`src/rtl/dcd_pkg.sv`:
```
package dcd_pkg;

  typedef enum logic [3:0] {
    CYC_NONE    = 4'd0,
    CYC_READ    = 4'd1,
    CYC_EWRITE  = 4'd2,
    CYC_DWRITE  = 4'd3,
    CYC_RMW     = 4'd4,
    CYC_PAGE    = 4'd5,
    CYC_RASONLY = 4'd6,
    CYC_CBR     = 4'd7,
    CYC_HIDDEN  = 4'd8,
    CYC_SELF    = 4'd9,
    CYC_ERR     = 4'd15
  } cyc_e;

  typedef enum logic [1:0] {
    ST_IDLE = 2'd0,
    ST_ROW  = 2'd1,
    ST_REF  = 2'd2
  } row_state_e;

  typedef struct packed {
    logic ras_fall;
    logic ras_rise;
    logic cas_fall;
    logic we_fall;
  } strobe_edges_t;

endpackage

```
`src/rtl/dcd_edges.sv`:
```
module dcd_edges
  import dcd_pkg::*;
(
  input  logic          clk,
  input  logic          rst_n,
  input  logic          ras_n,
  input  logic          cas_n,
  input  logic          we_n,
  input  logic          oe_n,
  output logic          cas_q,
  output logic          oe_q,
  output strobe_edges_t ev
);
  localparam int NSTB = 3;

  logic [NSTB-1:0] lvl_now, lvl_prev;

  assign lvl_now = {we_n, cas_n, ras_n};

  always_ff @(posedge clk or negedge rst_n) begin
    if (!rst_n) begin
      lvl_prev <= '1;
      oe_q     <= 1'b1;
    end else begin
      lvl_prev <= lvl_now;
      oe_q     <= oe_n;
    end
  end

  assign cas_q       = lvl_prev[1];
  assign ev.ras_fall = lvl_prev[0] & ~lvl_now[0];
  assign ev.ras_rise = ~lvl_prev[0] & lvl_now[0];
  assign ev.cas_fall = lvl_prev[1] & ~lvl_now[1];
  assign ev.we_fall  = lvl_prev[2] & ~lvl_now[2];

endmodule

```
`src/rtl/dcd_refresh.sv`:
```
module dcd_refresh #(
  parameter int ROW_W           = 11,
  parameter int SELF_REF_CYCLES = 25000
) (
  input  logic             clk,
  input  logic             rst_n,
  input  logic             step,
  input  logic             start,
  input  logic             in_ref,
  output logic [ROW_W-1:0] ref_row,
  output logic             self_ref
);
  localparam int             TW     = $clog2(SELF_REF_CYCLES + 1);
  localparam logic [TW-1:0]  SR_MAX = TW'(SELF_REF_CYCLES);

  logic [TW-1:0] hold_cnt;

  always_ff @(posedge clk or negedge rst_n) begin
    if (!rst_n) begin
      ref_row  <= '0;
      hold_cnt <= '0;
    end else begin
      if (step) ref_row <= ref_row + 1'b1;
      if (start)                            hold_cnt <= '0;
      else if (in_ref && hold_cnt != SR_MAX) hold_cnt <= hold_cnt + 1'b1;
    end
  end

  assign self_ref = in_ref && (hold_cnt == SR_MAX);

  assert_cnt_step_R9: assert property (@(posedge clk) disable iff (!rst_n)
    step |=> (ref_row == $past(ref_row) + 1'b1));

  assert_self_entry_R8: assert property (@(posedge clk) disable iff (!rst_n)
    $rose(self_ref) |-> $past(in_ref));

endmodule

```
`src/rtl/dcd_dq.sv`:
```
module dcd_dq (
  input  logic clk,
  input  logic rst_n,
  input  logic rd_col,
  input  logic wr_evt,
  input  logic we_fall_idle,
  input  logic both_high,
  input  logic oe_q,
  output logic dq_oe
);
  logic rd_active;

  always_ff @(posedge clk or negedge rst_n) begin
    if (!rst_n)                                   rd_active <= 1'b0;
    else if (rd_col)                              rd_active <= 1'b1;
    else if (wr_evt || we_fall_idle || both_high) rd_active <= 1'b0;
  end

  assign dq_oe = rd_active & ~oe_q;

  assert_off_both_high_R7: assert property (@(posedge clk) disable iff (!rst_n)
    both_high |=> !dq_oe);

endmodule

```
`src/rtl/dcd_classifier.sv`:
```
module dcd_classifier
  import dcd_pkg::*;
#(
  parameter int ROW_W = 11
) (
  input  logic             clk,
  input  logic             rst_n,
  input  strobe_edges_t    ev,
  input  logic             ras_n,
  input  logic             cas_n,
  input  logic             cas_q,
  input  logic             we_n,
  input  logic             oe_n,
  input  logic [ROW_W-1:0] addr,
  input  logic [ROW_W-1:0] ref_row,
  input  logic             self_ref,
  output logic [ROW_W-1:0] row_addr,
  output logic [ROW_W-1:0] col_addr,
  output logic             col_load,
  output logic             wr_load,
  output logic             rd_col,
  output logic             wr_evt,
  output logic             we_fall_idle,
  output logic             ref_step,
  output logic             ref_start,
  output logic             in_ref,
  output logic             cyc_valid,
  output logic [3:0]       cyc_type,
  output logic             cyc_err
);
  row_state_e st;
  cyc_e       kind, rep;
  logic [1:0] ncols;
  logic       oe_seen, hidden, err_flag, col_hold;
  logic       cbr_ok, clash, col_evt, ref_cas, late_we, ewr;

  assign cbr_ok       = ev.ras_fall & ~cas_q & ~cas_n;
  assign clash        = ev.ras_fall & cas_q & ~cas_n;
  assign col_evt      = ev.cas_fall & (st == ST_ROW) & ~ras_n;
  assign ref_cas      = ev.cas_fall & (st == ST_REF) & ~ras_n;
  assign rd_col       = col_evt & we_n;
  assign ewr          = col_evt & ~we_n;
  assign late_we      = ev.we_fall & ~cas_n & ~cas_q & ~ras_n &
                        (st == ST_ROW) & (kind == CYC_READ);
  assign wr_evt       = ewr | late_we;
  assign we_fall_idle = ev.we_fall & cas_n;
  assign ref_step     = cbr_ok;
  assign ref_start    = cbr_ok | clash;
  assign in_ref       = (st == ST_REF);

  always_comb begin
    case (st)
      ST_REF:  rep = err_flag ? CYC_ERR : self_ref ? CYC_SELF :
                     hidden ? CYC_HIDDEN : CYC_CBR;
      ST_ROW: begin
        if (ncols == 2'd0)  rep = CYC_RASONLY;
        else if (ncols[1])  rep = CYC_PAGE;
        else                rep = kind;
      end
      default: rep = CYC_ERR;
    endcase
  end

  always_ff @(posedge clk or negedge rst_n) begin
    if (!rst_n) begin
      st        <= ST_IDLE;
      kind      <= CYC_NONE;
      ncols     <= '0;
      oe_seen   <= 1'b0;
      hidden    <= 1'b0;
      err_flag  <= 1'b0;
      col_hold  <= 1'b0;
      row_addr  <= '0;
      col_addr  <= '0;
      col_load  <= 1'b0;
      wr_load   <= 1'b0;
      cyc_valid <= 1'b0;
      cyc_type  <= CYC_NONE;
      cyc_err   <= 1'b0;
    end else begin
      col_load  <= col_evt;
      wr_load   <= wr_evt;
      cyc_valid <= ev.ras_rise;

      if (col_evt) begin
        col_addr <= addr;
        if (!ncols[1]) ncols <= ncols + 2'd1;
        kind    <= we_n ? CYC_READ : CYC_EWRITE;
        oe_seen <= 1'b0;
      end else if (!oe_n && kind == CYC_READ) begin
        oe_seen <= 1'b1;
      end

      if (late_we) kind <= oe_seen ? CYC_RMW : CYC_DWRITE;
      if (ref_cas) err_flag <= 1'b1;

      if (cas_n)        col_hold <= 1'b0;
      else if (col_evt) col_hold <= 1'b1;

      if (ev.ras_fall) begin
        ncols   <= '0;
        kind    <= CYC_NONE;
        oe_seen <= 1'b0;
        if (cbr_ok) begin
          st       <= ST_REF;
          row_addr <= ref_row;
          hidden   <= col_hold;
          err_flag <= 1'b0;
        end else if (clash) begin
          st       <= ST_REF;
          hidden   <= 1'b0;
          err_flag <= 1'b1;
        end else begin
          st       <= ST_ROW;
          row_addr <= addr;
          hidden   <= 1'b0;
          err_flag <= 1'b0;
        end
      end

      if (ev.ras_rise) begin
        st       <= ST_IDLE;
        cyc_type <= rep;
        cyc_err  <= (rep == CYC_ERR);
      end
    end
  end

  assert_report_after_rise_R10: assert property (@(posedge clk) disable iff (!rst_n)
    cyc_valid |-> ($past(ras_n) && !$past(ras_n, 2)));

  assert_cbr_row_R1: assert property (@(posedge clk) disable iff (!rst_n)
    ref_step |=> (row_addr == $past(ref_row)));

endmodule

```
`src/rtl/dram_cycle_decoder.sv`:
```
module dram_cycle_decoder
  import dcd_pkg::*;
#(
  parameter int ADDR_W          = 11,
  parameter int SELF_REF_CYCLES = 25000
) (
  input  logic              clk,
  input  logic              rst_n,
  input  logic              ras_n,
  input  logic              cas_n,
  input  logic              we_n,
  input  logic              oe_n,
  input  logic [ADDR_W-1:0] addr,
  output logic [ADDR_W-1:0] row_addr,
  output logic [ADDR_W-1:0] col_addr,
  output logic              col_load,
  output logic              wr_load,
  output logic              dq_oe,
  output logic              self_ref,
  output logic              cyc_valid,
  output logic [3:0]        cyc_type,
  output logic              cyc_err
);
  strobe_edges_t     ev;
  logic              cas_q, oe_q;
  logic              rd_col, wr_evt, we_fall_idle;
  logic              ref_step, ref_start, in_ref;
  logic [ADDR_W-1:0] ref_row;

  dcd_edges u_edges (
    .clk(clk), .rst_n(rst_n), .ras_n(ras_n), .cas_n(cas_n), .we_n(we_n),
    .oe_n(oe_n), .cas_q(cas_q), .oe_q(oe_q), .ev(ev)
  );

  dcd_refresh #(.ROW_W(ADDR_W), .SELF_REF_CYCLES(SELF_REF_CYCLES)) u_refresh (
    .clk(clk), .rst_n(rst_n), .step(ref_step), .start(ref_start),
    .in_ref(in_ref), .ref_row(ref_row), .self_ref(self_ref)
  );

  dcd_classifier #(.ROW_W(ADDR_W)) u_class (
    .clk(clk), .rst_n(rst_n), .ev(ev), .ras_n(ras_n), .cas_n(cas_n),
    .cas_q(cas_q), .we_n(we_n), .oe_n(oe_n), .addr(addr), .ref_row(ref_row),
    .self_ref(self_ref), .row_addr(row_addr), .col_addr(col_addr),
    .col_load(col_load), .wr_load(wr_load), .rd_col(rd_col), .wr_evt(wr_evt),
    .we_fall_idle(we_fall_idle), .ref_step(ref_step), .ref_start(ref_start),
    .in_ref(in_ref), .cyc_valid(cyc_valid), .cyc_type(cyc_type),
    .cyc_err(cyc_err)
  );

  dcd_dq u_dq (
    .clk(clk), .rst_n(rst_n), .rd_col(rd_col), .wr_evt(wr_evt),
    .we_fall_idle(we_fall_idle), .both_high(ras_n & cas_n), .oe_q(oe_q),
    .dq_oe(dq_oe)
  );

  assert_ewrite_hiz_R3: assert property (@(posedge clk) disable iff (!rst_n)
    (col_load && wr_load) |-> !dq_oe);

endmodule

```
`config.mk`:
```
export PLATFORM = sky130hd
export DESIGN_NAME = dram_cycle_decoder
export DESIGN_NICKNAME = d
export VERILOG_FILES = /design/src/rtl/dcd_pkg.sv /design/src/rtl/dcd_edges.sv /design/src/rtl/dcd_refresh.sv /design/src/rtl/dcd_dq.sv /design/src/rtl/dcd_classifier.sv /design/src/rtl/dram_cycle_decoder.sv
export SDC_FILE = /design/constraint.sdc
export NUM_CORES = 1
export LEC_CHECK = 0
export CAP_MARGIN = 20
export CORE_ASPECT_RATIO = 1.1
export CORE_UTILIZATION = 54
export CTS_CLUSTER_DIAMETER = 50
export DETAILED_ROUTE_END_ITERATION = 10
export GPL_TIMING_DRIVEN = 0
export PLACE_DENSITY_LB_ADDON = 0.25
export SLEW_MARGIN = 10
export SYNTH_ARGS = -nofsm -noshare
export SYNTH_HDL_FRONTEND = slang
export SYNTH_SLANG_ARGS = --single-unit
```
`constraint.sdc`:
```
create_clock -name clk -period 2.8 [get_ports clk]
set_clock_uncertainty 0.15 [all_clocks]
set_input_delay 0.56 -clock clk [delete_from_list [all_inputs] [get_ports clk]]
set_output_delay 0.56 -clock clk [all_outputs]
set_load 0.02 [all_outputs]
```
# Yosys cells after proc, flatten, opt, wreduce, memory -nomap -nowiden
# Cells that the tools add are included.
[word_totals] regBits=73 latch_bits=0 ramBits=0 rom_bits=0 in_bits=17 out_inout_bits=32 word_cells=112 memories=0
[classes] addsub=3 n_mul=0 n_div=0 n_lt_le_gt_ge=0 n_eq_ne=8 n_shift=0 n_mux=34 bitwise_logic=30 n_reduce_logical=17
[ops] cell="4-bit two-way mux" n=8
[ops] cell="15-bit two-way mux" n=2
[ops] cell="1-bit AND" n=22
[ops] cell="11-bit two-way mux" n=2
[ops] cell="2-bit two-way mux" n=8
[ops] cell="15-bit by 1-bit adder with 15-bit output, second input constant" n=1
[ops] cell="15-bit == test, second input constant" n=1
[ops] cell="15-bit inequality test, second input constant" n=1
[ops] cell="1-bit two-way mux" n=12
[ops] cell="2-bit nonzero test" n=6
[ops] cell="11-bit by 1-bit adder with 11-bit output, second input constant" n=1
[ops] cell="4-bit case mux with 2 select lines" n=1
[ops] cell="1-bit inverter" n=6
[ops] cell="3-bit nonzero test" n=2
[ops] cell="4-bit by 1-bit == test with 1-bit output, second input constant" n=1
[ops] cell="4-bit == test, second input constant" n=1
[ops] cell="2-bit by 1-bit inequality test with 1-bit output, second input constant" n=2
[ops] cell="2-bit AND reduction" n=2
[ops] cell="1-bit logical AND" n=3
[ops] cell="3-bit two-way mux" n=1
[ops] cell="2-bit by 1-bit adder with 2-bit output, second input constant" n=1
[ops] cell="2-bit by 1-bit == test with 1-bit output, second input constant" n=1
[ops] cell="2-bit == test, second input constant" n=1
[ops] cell="2-bit logical NOT" n=1
[ops] cell="other kinds (3)" n=5

# Depth between registers and ports, before layout
# Gate-level depths: netlist of run 1.
[depth] ltp_word=12 depth_mapped=8 depth_no_buf=7

# Modules after synthesis
# From an unflattened synthesis of run 1, not the netlist that was laid out.
[unflattened] cells_unflattened=325 area_unflattened_um2=3343.2
[modules_own_cells] mod="dcd_classifier" instances=1 cells_per_inst=191 area_per_inst_um2=1873.0
[modules_own_cells] mod="dcd_refresh" instances=1 cells_per_inst=121 area_per_inst_um2=1285.0
[modules_own_cells] mod="dcd_edges" instances=1 cells_per_inst=8 area_per_inst_um2=132.6
[modules_own_cells] mod="dcd_dq" instances=1 cells_per_inst=4 area_per_inst_um2=46.3
[modules_own_cells] mod="dram_cycle_decoder" instances=1 cells_per_inst=1 area_per_inst_um2=6.3

# Worst setup path after synthesis of run 1
# Ideal clock, no wire load.
[synth_path] kind="reg-to-output" from="register u_refresh.hold_cnt[9]" to="output port self_ref" arrival_ns=1.427 required_time_ns=2.090 slack_ns=0.663 stages_incl_launch_ff=4 path_buffers=0 path_cell_list="dfrtp_1 > or4b_4 > nor4_1 > and2_1"
[synth_between] elab_chain_len=2
[synth_rtl] element="start, declared" line_no="dcd_refresh.sv:16" source="logic [TW-1:0] hold_cnt;"
[synth_rtl] element="start signal, assigned" line_no="dcd_refresh.sv:25" source="else if (in_ref && hold_cnt != SR_MAX) hold_cnt <= hold_cnt + 1'b1;"
[synth_rtl] element="15-bit == test" line_no="dcd_refresh.sv:29" source="assign self_ref = in_ref && (hold_cnt == SR_MAX);"
[synth_rtl] element="1-bit logical AND" line_no="dcd_refresh.sv:29"
[synth_rtl] element="end, declared" line_no="dram_cycle_decoder.sv:19" source="output logic self_ref,"
# No other way between the ends.

# Worst setup path after layout of run 1
# Same ends and word-level chain as after synthesis.

==> metrics.txt, run 1 <==
pre-CTS setup slack=-0.06930 ns; clock slew at reported path FFs=around 0.080 ns; fin crit period=~2.7 ns; Post-Synthesis Cells=350; Pre-Repair DR Iteration Count=4; Metal-1 WL=roughly 3400 um; Routed met3 length=about 260 um; commonest cells in the synthesized netlist=68 x dfrtp_1, 48 x nand2_1, 26 x a21oi_1; CTS Buffer Depth=2; synthesized area=roughly 3500 um2; unrepaired setup endpoints after global routing=false; setup bufs post-CTS=0; Layout area overhead=22.59%; Rows=30; cell leakage power=approximately 1.9 nW; GRT overflow=0; Syn Nets=~370; placed wire-length estimate=approximately 5300 um; Crit. End Element=output port; clock share of power=roughly a quarter; outcome=finished, final reports clean; Worst Setup Slack, final=0.07159 ns; setup TNS=0 ns; vias in the first global route=~2700; Async S/R FF share, synth=100.0%; Antenna Cells=0; Worst Reg2Reg Path Length in Cells=6; Post-DP Area=4093 um2; Crit Path Class=flop to output port; CP arrival=slightly above 2 ns; switching share of power=31.26%; PortBufs=48; DR vias=2785; Peak Freq=~370 MHz; Switching Power=0.8720 mW; worst slew pin tran=a little under 0.8 ns; Crit Reg-Reg Startpoint=u_edges.lvl_prev[1]$_DFF_PN1_; Die X=78.70 um; Max Cap Viol=0; PwrDens=651.0 nW/um2; Setup-failing EPs final=0; Avg Cell Area, Syn=approximately 10 um2; die extent in y=roughly 86 um; max-slew violations=0; Ports=between 40 and 50; GP Congestion=about 0.85; Core Region=6193 um2; GRT Total Usage=24.89%; DRC Markers=0; Vias/cell=~5.6; CP Max Fanout=6; Post-synth EDFFs=0; slowest CP cell=or4b_4; CTS tree=yes; nets=434; Met2 Wirelength=between 3000 and 4000 um; fraction of the cycle the final worst path needs=97.44%; synth unique cells=just over 60; FF-to-FF setup slack=approximately 0.42 ns; DRT iter0 DRCs=190; first-pass GRT wire length=~13000 um; number of CTS-inserted buffers=9; Int Power=between 1.5 and 2 mW; layout cell share with drive strength beyond 1=a little under 10%; Slew Limit Headroom=a little under half; Clock Latency Late Sink=0.35 ns; Hold/Removal Path Class=input pin to asynchronous set/reset pin; r2r endpoint=u_class.col_addr[9]$_DFFE_PN0P_; FF+latch count, synth=between 70 and 80; ys flop type=dfrtp_1; Req. time, crit path=2.09 ns; Seq pwr share=a little under half; area share of the largest cell type after synthesis=48.69%; register area share after synthesis=between 50 and 60%; count leader, synth=dfrtp_1; Combinational Power Share=25.9%; crit-path cells=or4b_4 -> nor4_4 -> and2_1 -> clkbuf_2; Worst Setup Start Kind=flop; Buf+Inv Stages, Crit Path=1; Initial Util=a little under three fifths; Routed WL=around 7500 um; largest net degree at the start of global routing=39; CP delay by family, top=simple AND/OR/NAND/NOR gates; yosys warns=0; Yosys top cell by area=dfrtp_1; highest routed metal layer=met4; Post-DRT Antenna Nets=0; full die area=6797 um2; antenna violations before repair=0; Core Util, Final=69.17%; Hold Vio Cnt, Final=0; final hold slack=0.001388 ns; Worst VDD drop=roughly 0.00053 V; synth top area cells=dfrtp_1 49%, nand2_1 5.2%, a21oi_1 3.7%; Root Buffer=clkbuf_8; CTS sink cnt=72; largest stage delay on the critical path=about 0.60 ns; design area=about 4300 um2; wire length per cell=between 15 and 20 um; CTS H-Tree Depth=3
-- power by group through the flow --
stage	Clock [mW]	Sequential, mW	Combinational [mW]
after CTS	0.756	1.32	0.729
after floorplan	0	1.45	0.275
after global placement	0	1.34	0.710
after global routing	0.805	1.35	0.796
final	0.744	1.32	0.723
after detailed placement	0	1.34	0.724
-- how the worst max path moves through the flow --
stage | cells past startpoint | to | from | slack [ns]
4_1_cts | 6 | self_ref | u_refresh.hold_cnt[0]$_DFFE_PN0P_ | 0.008
2_1_floorplan | 3 | self_ref | u_refresh.hold_cnt[9]$_DFFE_PN0P_ | 0.66
5_1_grt | 4 | self_ref | u_refresh.hold_cnt[9]$_DFFE_PN0P_ | 0.002
3_5_place_dp | 7 | u_refresh.ref_row[10]$_DFFE_PN0P_ | ras_n | -0.07
3_3_place_gp | 1 | u_class.col_addr[5]$_DFFE_PN0P_ | rst_n | -1.44
6_report | 4 | self_ref | u_refresh.hold_cnt[9]$_DFFE_PN0P_ | 0.07
-- cell families (layout without fill, tap and decap cells) --
group | Yosys count | in the layout | share of synthesized area, %
flops | 72 | 72 | 51.70
mux | 2 | 2 | 0.6087
fa+ha+maj | 7 | 7 | 2.506
buf+inv | 35 | 100 | 4.619
compound gates | 90 | 90 | 17.15
xor+xnor | 13 | 13 | 3.258
simple gates | 131 | 131 | 20.16
-- metal layers --
layer  up-vias  track usage (%)
met5         -                0
met4         0            11.78
met3        19            4.842
met2        61            40.08
met1      1357            32.43
li1       1348                -
-- final cells by class --
cell class / instances / area (um2)
Timing Repair Buffer: 49 / 493.0
Sequential cell: 72 / 1807
Multi-Input combinational cell: 243 / 1546
Fill cell: 478 / 1909
Clock inverter: 3 / 17.52
Inverter: 19 / 71.32
Clock buffer: 13 / 158.9
Buffer: 16 / 90.09
Tap cell: 80 / 100.1
-- timing repair --
action | in CTS | in global routing
cloned | 0 | 0
pin swaps | 0 | 1
endpoints found under the hold margin | 0 | 0
endpoints found under the setup margin | 1 | 1
hold buffers | 0 | 0
gates resized for setup | 4 | 2
-- sequential cells by signal (all words and copies together), names as in the netlist, 2 cells and up --
register,count
u_class.col_addr,11
u_class.cyc_type,4
u_class.kind,3
u_class.ncols,2
u_class.row_addr,11
u_class.st,2
u_edges.lvl_prev,3
u_refresh.hold_cnt,15
u_refresh.ref_row,11
-- cells in the final DEF (no fill, tap or decap), types with 11 or more instances in the layout --
master | Yosys | layout
a21oi_1 | 26 | 26
a22oi_1 | 12 | 12
clkbuf_1 | 10 | 12
clkbuf_8 | 1 | 12
clkdlybuf4s50_1 | 0 | 46
dfrtp_1 | 68 | 68
inv_1 | 17 | 17
nand2_1 | 48 | 48
nor2_1 | 15 | 15
nor2b_1 | 16 | 16
o21ai_0 | 19 | 19
xnor2_1 | 11 | 11
-- metrics by stage --
| step | cells | power, mW |
|---|---|---|
| after floorplan | 350 | 1.722 |
| after global placement | 478 | 2.047 |
| after detailed placement | 479 | 2.066 |
| after CTS | 495 | 2.810 |
| after global routing | 495 | 2.947 |
| final | 495 | 2.789 |
No activity file was read; power rests on OpenSTA's default activity.
==> inputs of run 2 (changes only) <==
--- a/config.mk
+++ b/config.mk
@@ -6,8 +6,7 @@
 export NUM_CORES = 1
 export LEC_CHECK = 0
 export CAP_MARGIN = 20
-export CORE_ASPECT_RATIO = 1.1
-export CORE_UTILIZATION = 54
+export CORE_UTILIZATION = 45
 export CTS_CLUSTER_DIAMETER = 50
 export DETAILED_ROUTE_END_ITERATION = 10
 export GPL_TIMING_DRIVEN = 0
==> run 2 against run 1 <==
Net effect: routed wire length increased by 4.2%; die area is 19% higher; via count is 0.36% higher; clock power grew 38%; flip-flop and latch count did not move; maximum frequency rose by 3.6%; worst hold slack better by 0.33 ns; cell count increased by 4.0%; power increased by 11%; sequential share of layout area fell by 1.1 points; first-iteration DRC count shrank 21%; global-route usage fell by 4.5 points; critical path type unchanged.
==> metrics.txt, run 2 (synthesis results as in run 1) <==
Final Power=3.087 mW (+11%); PwrDens=701.2 nW/um2 (+7.7%); Ports=49 (unchanged); Post-DRT Antenna Nets=0 (unchanged); Slew Limit Headroom=48.37% (+1.6 points); commonest non-fill, non-tap cell in the layout=dfrtp_1; largest net degree at the start of global routing=58 (+49%); design area=4403 um2 (+2.8%); CTS sink cnt=72 (unchanged); CTS H-Tree Depth=3 (unchanged); Setup-failing EPs final=0 (unchanged); fin crit period=2.632 ns (-0.09595 ns); number of CTS-inserted buffers=9 (unchanged); Post-DP Area=4124 um2 (+0.76%); CP arrival=1.92 ns (-0.10 ns); register area=1807 um2 (unchanged); Die X=90.13 um (+15%); Crit. End Element=output port; GP Congestion=0.8359 (-1.8%); Hold/Removal Path Class=flop to flop; Pre-Repair DR Iteration Count=4 (unchanged); footprint of the multi-input gates=1546 um2 (unchanged); Crit Path Class=flop to output port; outcome=finished, final reports clean; Root Buffer=clkbuf_8; full die area=8123 um2 (+19%); GRT overflow=0 (unchanged); most frequent cells in the layout=68 x dfrtp_1, 48 x nand2_1, 46 x clkdlybuf4s50_1; unrepaired setup endpoints after global routing=false; placed wire-length estimate=5374 um (+1.3%); wire length per cell=15.19 um (+0.20%); Worst Reg2Reg Path Length in Cells=7 (+1); first-pass GRT wire length=12970 um (about the same); fraction of the cycle the final worst path needs=94.02% (-3.4 points); Core Region=7370 um2 (+19%); number of cells on the worst hold path=2; Initial Util=47.42% (-9.0 points); cell leakage power=1.897 nW (+2.4%); worst slew pin tran=0.7550 ns (-0.02292 ns); CTS tree=yes; Rows=31 (+3.3%); CP Max Fanout=4 (-2); Worst Setup Start Kind=flop; Antenna Cells=0 (unchanged); Largest register FFs=15 (unchanged); Routed WL=7825 um (+4.2%); die extent in y=90.13 um (+4.3%); final hold slack=0.3303 ns (+0.3289 ns); antenna violations before repair=0 (unchanged); Layout area overhead=25.99%; Vias/cell=5.427 (-3.5%); vias in the first global route=2606 (-5.0%); Peak Freq=379.9 MHz (+3.6%); Req. time, crit path=2.09 ns (about the same); GRT Total Usage=20.35% (-4.5 points); max-slew violations=0 (unchanged); DRC Markers=0 (unchanged); Max Cap Viol=0 (unchanged); nets=435 (+0.23%); Reg with most FFs=u_refresh.hold_cnt; Clock Latency Late Sink=0.35 ns (about the same); Hold Vio Cnt, Final=0 (unchanged); Worst VDD drop=0.0005004 V (-5.3%); clock slew at reported path FFs=0.08 ns (about the same); # fillers=633 (+32%); CTS Buffer Depth=2 (unchanged); DRT iter0 DRCs=151 (-21%); PortBufs=48 (unchanged); DR vias=2795 (+0.36%); layout cell share with drive strength beyond 1=10.10% (+0.46 points)
[run 2: cell types whose count changed in the layout (fill, tap and decap cells not counted), sizes merged]
| cell | previous run | this run |
|---|---|---|
| bufinv | 0 | 3 |
| clkbuf | 25 | 23 |
| clkinv | 2 | 1 |
| dlygate4sd3 | 0 | 1 |
[run 2: final timing paths]
kind / start / to / slack [ns]
min in group asynchronous: rst_n / u_refresh.hold_cnt[14]$_DFFE_PN0P_ / 0.46
setup / recovery: u_refresh.hold_cnt[0]$_DFFE_PN0P_ / self_ref / 0.17
hold / removal: u_class.col_addr[4]$_DFFE_PN0P_ / u_class.col_addr[4]$_DFFE_PN0P_ / 0.33
max in group asynchronous: rst_n / u_edges.lvl_prev[1]$_DFF_PN1_ / 1.45
setup reg to reg: u_refresh.hold_cnt[0]$_DFFE_PN0P_ / u_class.cyc_err$_DFFE_PN0P_ / 0.47
hold reg to reg: u_class.col_addr[4]$_DFFE_PN0P_ / u_class.col_addr[4]$_DFFE_PN0P_ / 0.33
[run 2: final cells by class]
cell class                      count  area share, %
Sequential cell                    72          41.03
Clock inverter                      5          2.330
Buffer                             16          2.046
Multi-Input combinational cell    243          35.12
Clock buffer                       11          3.438
Tap cell                           99          2.813
Inverter                           19          1.620
Timing Repair Buffer               50          11.59
[run 2: what timing repair did]
item | in CTS | in global routing
hold buffers | 1 | 0
setup endpoints to repair | 1 | 1
endpoints found under the hold margin | 15 | 0
buffers inserted | 0 | 0
gates resized for setup | 5 | 1
[run 2: metrics by stage]
step / cells / TNS (ns) / utilization [%] / setup slack [ns]
3_3_place_gp: 497 / -103.03 / 55.62 / -1.480
5_1_grt: 515 / 0 / 59.75 / 0.05295
6_report: 515 / 0 / 59.75 / 0.1675
3_5_place_dp: 498 / -0.2030 / 55.96 / -0.1284
4_1_cts: 515 / 0 / 59.81 / 0.01367
2_1_floorplan: 350 / 0 / - / 0.6629
[run 2: critical path: stages (launching register included)]
cell and delay, ns:
dfrtp_1 0.42, inv_1 0.11, ha_1 0.21, nand4bb_2 0.21, nor4_4 0.32, and2_1 0.16
clkbuf_2 0.16
[run 2: layer usage]
layer  vias to the layer above  wire (um)  track usage [%]
met4                         0        130            8.065
met3                        13        361            5.161
met1                      1361       3644            27.17
li1                       1355          -                -
met5                         -          0                0
met2                        66       3689            31.81
[run 2: where the power goes]
part | internal, mW | leakage [nW] | switching, mW
clock network | 0.639 | 0.126 | 0.395
registers | 1.20 | 0.922 | 0.127
logic | 0.354 | 0.850 | 0.375
total | 2.19 | 1.90 | 0.897
==> inputs of run 3 (changes only) <==
--- a/config.mk
+++ b/config.mk
@@ -5,11 +5,13 @@
 export SDC_FILE = /design/constraint.sdc
 export NUM_CORES = 1
 export LEC_CHECK = 0
+export ABC_AREA = 1
 export CAP_MARGIN = 20
 export CORE_UTILIZATION = 45
 export CTS_CLUSTER_DIAMETER = 50
 export DETAILED_ROUTE_END_ITERATION = 10
 export GPL_TIMING_DRIVEN = 0
+export MAX_ROUTING_LAYER = met4
 export PLACE_DENSITY_LB_ADDON = 0.25
 export SLEW_MARGIN = 10
 export SYNTH_ARGS = -nofsm -noshare
==> run 3 against run 2 <==
Net effect: flip-flop and latch count unchanged; synthesized cell count up 19%; combinational power down 3.3%; routed wire length down 3.4%; die area about the same; global-route usage up 0.69 points; critical path type unchanged; largest cell class unchanged.
==> metrics.txt, run 3 <==
outcome=finished, final reports clean; footprint of the multi-input gates=1458 um2 (-5.7%); Pre-Repair DR Iteration Count=4 (unchanged); Hold Vio Cnt, Final=0 (unchanged); worst hold start=u_class.cyc_type[1]$_DFFE_PN0P_; Core Region=7370 um2 (unchanged); count leader, synth=nand2_1; main combinational cell family by area after synthesis=simple AND/OR/NAND/NOR gates; GP Congestion=0.8871 (+6.1%); CP Max Fanout=3 (-1); fin crit period=2.516 ns (-0.1163 ns); Final Power=3.038 mW (-1.6%); synthesized area=3492 um2 (about the same); Crit Reg-Reg Startpoint=u_edges.lvl_prev[0]$_DFF_PN1_; Die X=90.09 um (about the same); Post-synth EDFFs=0 (unchanged); Slew Limit Headroom=68.09% (+20 points); Seq pwr share=43.7% (+0.8 points); max-slew violations=0 (unchanged); Async S/R FF share, synth=100.0% (unchanged); Layout area overhead=25.22%; slowest CP cell=dfrtp_1; Int Power=2.122 mW (-3.1%); CTS tree=yes; Req. time, crit path=2.09 ns (about the same); FF+latch count, synth=72 (unchanged); Post-Synthesis Cells=417 (+19%); clock share of power=33.1% (-0.4 points); FF-to-FF setup slack=0.90 ns (+0.43 ns); crit path launch=u_refresh.hold_cnt[0]$_DFFE_PN0P_; yosys warns=0 (unchanged); register area share after synthesis=51.74% (about the same); largest stage delay on the critical path=0.40 ns (-0.02 ns); DRT iter0 DRCs=115 (-24%); Core Util, Final=59.34% (-0.41 points); nets=502 (+15%); Clock Latency Late Sink=0.35 ns (about the same); Setup-failing EPs final=0 (unchanged); layout cell share with drive strength beyond 1=10.97% (+0.88 points); synth unique cells=37 (-39%); Vias/cell=4.955 (-8.7%); cell repeated most along the worst path=inv_1; number of CTS-inserted buffers=9 (unchanged); commonest non-fill, non-tap cell in the layout=nand2_1; mux contribution to synthesized area=0% (-0.61 points); Yosys top cell by area=dfrtp_1; Post-DRT Antenna Nets=0 (unchanged); Antenna Cells=0 (unchanged); Hold/Removal Path Class=flop to flop; Worst VDD drop=0.0004343 V (-13%); Peak Freq=397.4 MHz (+4.6%); largest net degree at the start of global routing=51 (-12%); GRT overflow=0 (unchanged); Max Cap Viol=0 (unchanged); CTS Buffer Depth=2 (unchanged); Reg with most FFs=u_refresh.hold_cnt; Initial Util=47.39% (about the same); first-pass GRT wire length=13300 um (+2.6%); # fillers=667 (+5.4%); Rows=31 (unchanged); worst slew pin tran=0.4787 ns (-0.2763 ns); register area=1807 um2 (unchanged); Crit. End Element=output port; PwrDens=694.8 nW/um2 (-0.91%); synth top area cells=dfrtp_1 49%, nand2_1 12%, nor2_1 5.3%; Avg Cell Area, Syn=8.374 um2 (-16%); vias in the first global route=2932 (+13%); wire length per cell=12.99 um (-14%); adder-cell share of the synthesized area=2.508% (about the same); area share of the largest cell type after synthesis=48.73% (about the same); most frequent cells in the layout=109 x nand2_1, 68 x dfrtp_1, 49 x nor2_1; full die area=8116 um2 (about the same); clock slew at reported path FFs=0.08 ns (about the same); PortBufs=48 (unchanged); GRT Total Usage=21.04% (+0.69 points); Post-Place Cells=565 (+13%); xor and xnor area share after synthesis=3.010% (-0.25 points); switching share of power=30.16% (+1.1 points); crit-path cells=inv_1 -> ha_1 -> nand2_1 -> inv_1 -> nand2_1 -> nor2_4 -> nand3_1 -> inv_1 -> dlygate4sd2_1; DR vias=2884 (+3.2%); Worst Setup Start Kind=flop; Root Buffer=clkbuf_8; ys flop type=dfrtp_1; Routed WL=7561 um (-3.4%); Largest register FFs=15 (unchanged); CP arrival=1.81 ns (-0.11 ns); fraction of the cycle the final worst path needs=89.86% (-4.2 points); Crit Path Class=flop to output port; die extent in y=90.09 um (about the same); Ports=49 (unchanged); Combinational Power Share=23.2% (-0.4 points); antenna violations before repair=0 (unchanged); commonest cells in the synthesized netlist=109 x nand2_1, 68 x dfrtp_1, 49 x nor2_1; Switching Power=0.9165 mW (+2.2%); CTS H-Tree Depth=3 (unchanged); non-filler cells, final=582 (+13%); placed wire-length estimate=5389 um (+0.27%); Syn Nets=441 (+18%); DRC Markers=0 (unchanged); unrepaired setup endpoints after global routing=false; CTS sink cnt=72 (unchanged); post-synthesis compound-gate area fraction=8.707% (-8.4 points); cell leakage power=2.124 nW (+12%); simple-gate portion of the synthesized area=27.52% (+7.4 points)
run 3: cell types whose count changed in the layout (fill, tap and decap cells not counted), sizes merged, moves of 10 or more:
| cell | delta |
|---|---|
| nand2 | +66 |
| nor2 | +38 |
| inv | +28 |
| nand3 | +23 |
| a21oi | -17 |
| nor2b | -17 |
| a22oi | -12 |
| clkbuf | -11 |
| o21ai | +10 |
run 3: path summary, 6_finish.rpt:
path,to,cells past startpoint
setup / recovery,self_ref,9
hold / removal,u_class.cyc_type[1]$_DFFE_PN0P_,2
setup reg to reg,u_refresh.hold_cnt[11]$_DFFE_PN0P_,6
hold reg to reg,u_class.cyc_type[1]$_DFFE_PN0P_,2
max in group asynchronous,u_edges.lvl_prev[0]$_DFF_PN1_,3
min in group asynchronous,u_refresh.hold_cnt[0]$_DFFE_PN0P_,2
run 3: stage by stage:
step / setup slack (ns) / area [um2] / hold slack (ns) / setup TNS [ns]
final: 0.2839 / 4373 / 0.3345 / 0
after global routing: 0.1105 / 4373 / 0.3532 / 0
after CTS: 0.2530 / 4373 / 0.3405 / 0
after detailed placement: 0.03581 / 4121 / 0.3149 / 0
after global placement: -1.506 / 4096 / 0.3112 / -104.61
after floorplan: 0.9636 / 3492 / 0.1144 / 0
run 3: worst max-delay path: cells and delay by family (launching register included):
family,cells,cell delay (ns)
and+or+nand+nor,4,0.36
adders and majority gates,1,0.15
buffers and inverters,4,0.55
DFF,1,0.40
run 3: cells by family after synthesis:
logic type      count (synthesis)
fa+ha+maj                       7
flops                          72
xor+xnor                       12
buf+inv                        56
compound gates                 55
simple gates                  215
run 3: final cells by class:
class	instances	area share [%]
Clock inverter	6	2.632
Timing Repair Buffer	50	11.76
Multi-Input combinational cell	289	33.33
Clock buffer	10	2.918
Sequential cell	72	41.32
Tap cell	99	2.833
Inverter	47	4.034
Buffer	9	1.173
run 3: metal layers:
layer,vias to the layer above,global-route usage [%],wire (um)
met2,61,32.12,3483
met1,1346,26.78,3590
met4,0,10.08,158
li1,1463,-,-
met3,14,4.399,329
met5,-,-,0
run 3: power by group through the flow:
stage | sequential [mW] | clock, mW | combinational [mW]
final | 1.33 | 1.01 | 0.705
after global routing | 1.35 | 1.07 | 0.777
after CTS | 1.33 | 1.03 | 0.713
after detailed placement | 1.34 | 0 | 0.705
after global placement | 1.34 | 0 | 0.689
after floorplan | 1.44 | 0 | 0.277
run 3: timing repair:
item	4_1_cts	5_1_grt
gates resized for setup	1	0
endpoints found under the setup margin	1	0
buffers inserted	0	0
hold buffers	1	0
hold endpoints to repair	22	0
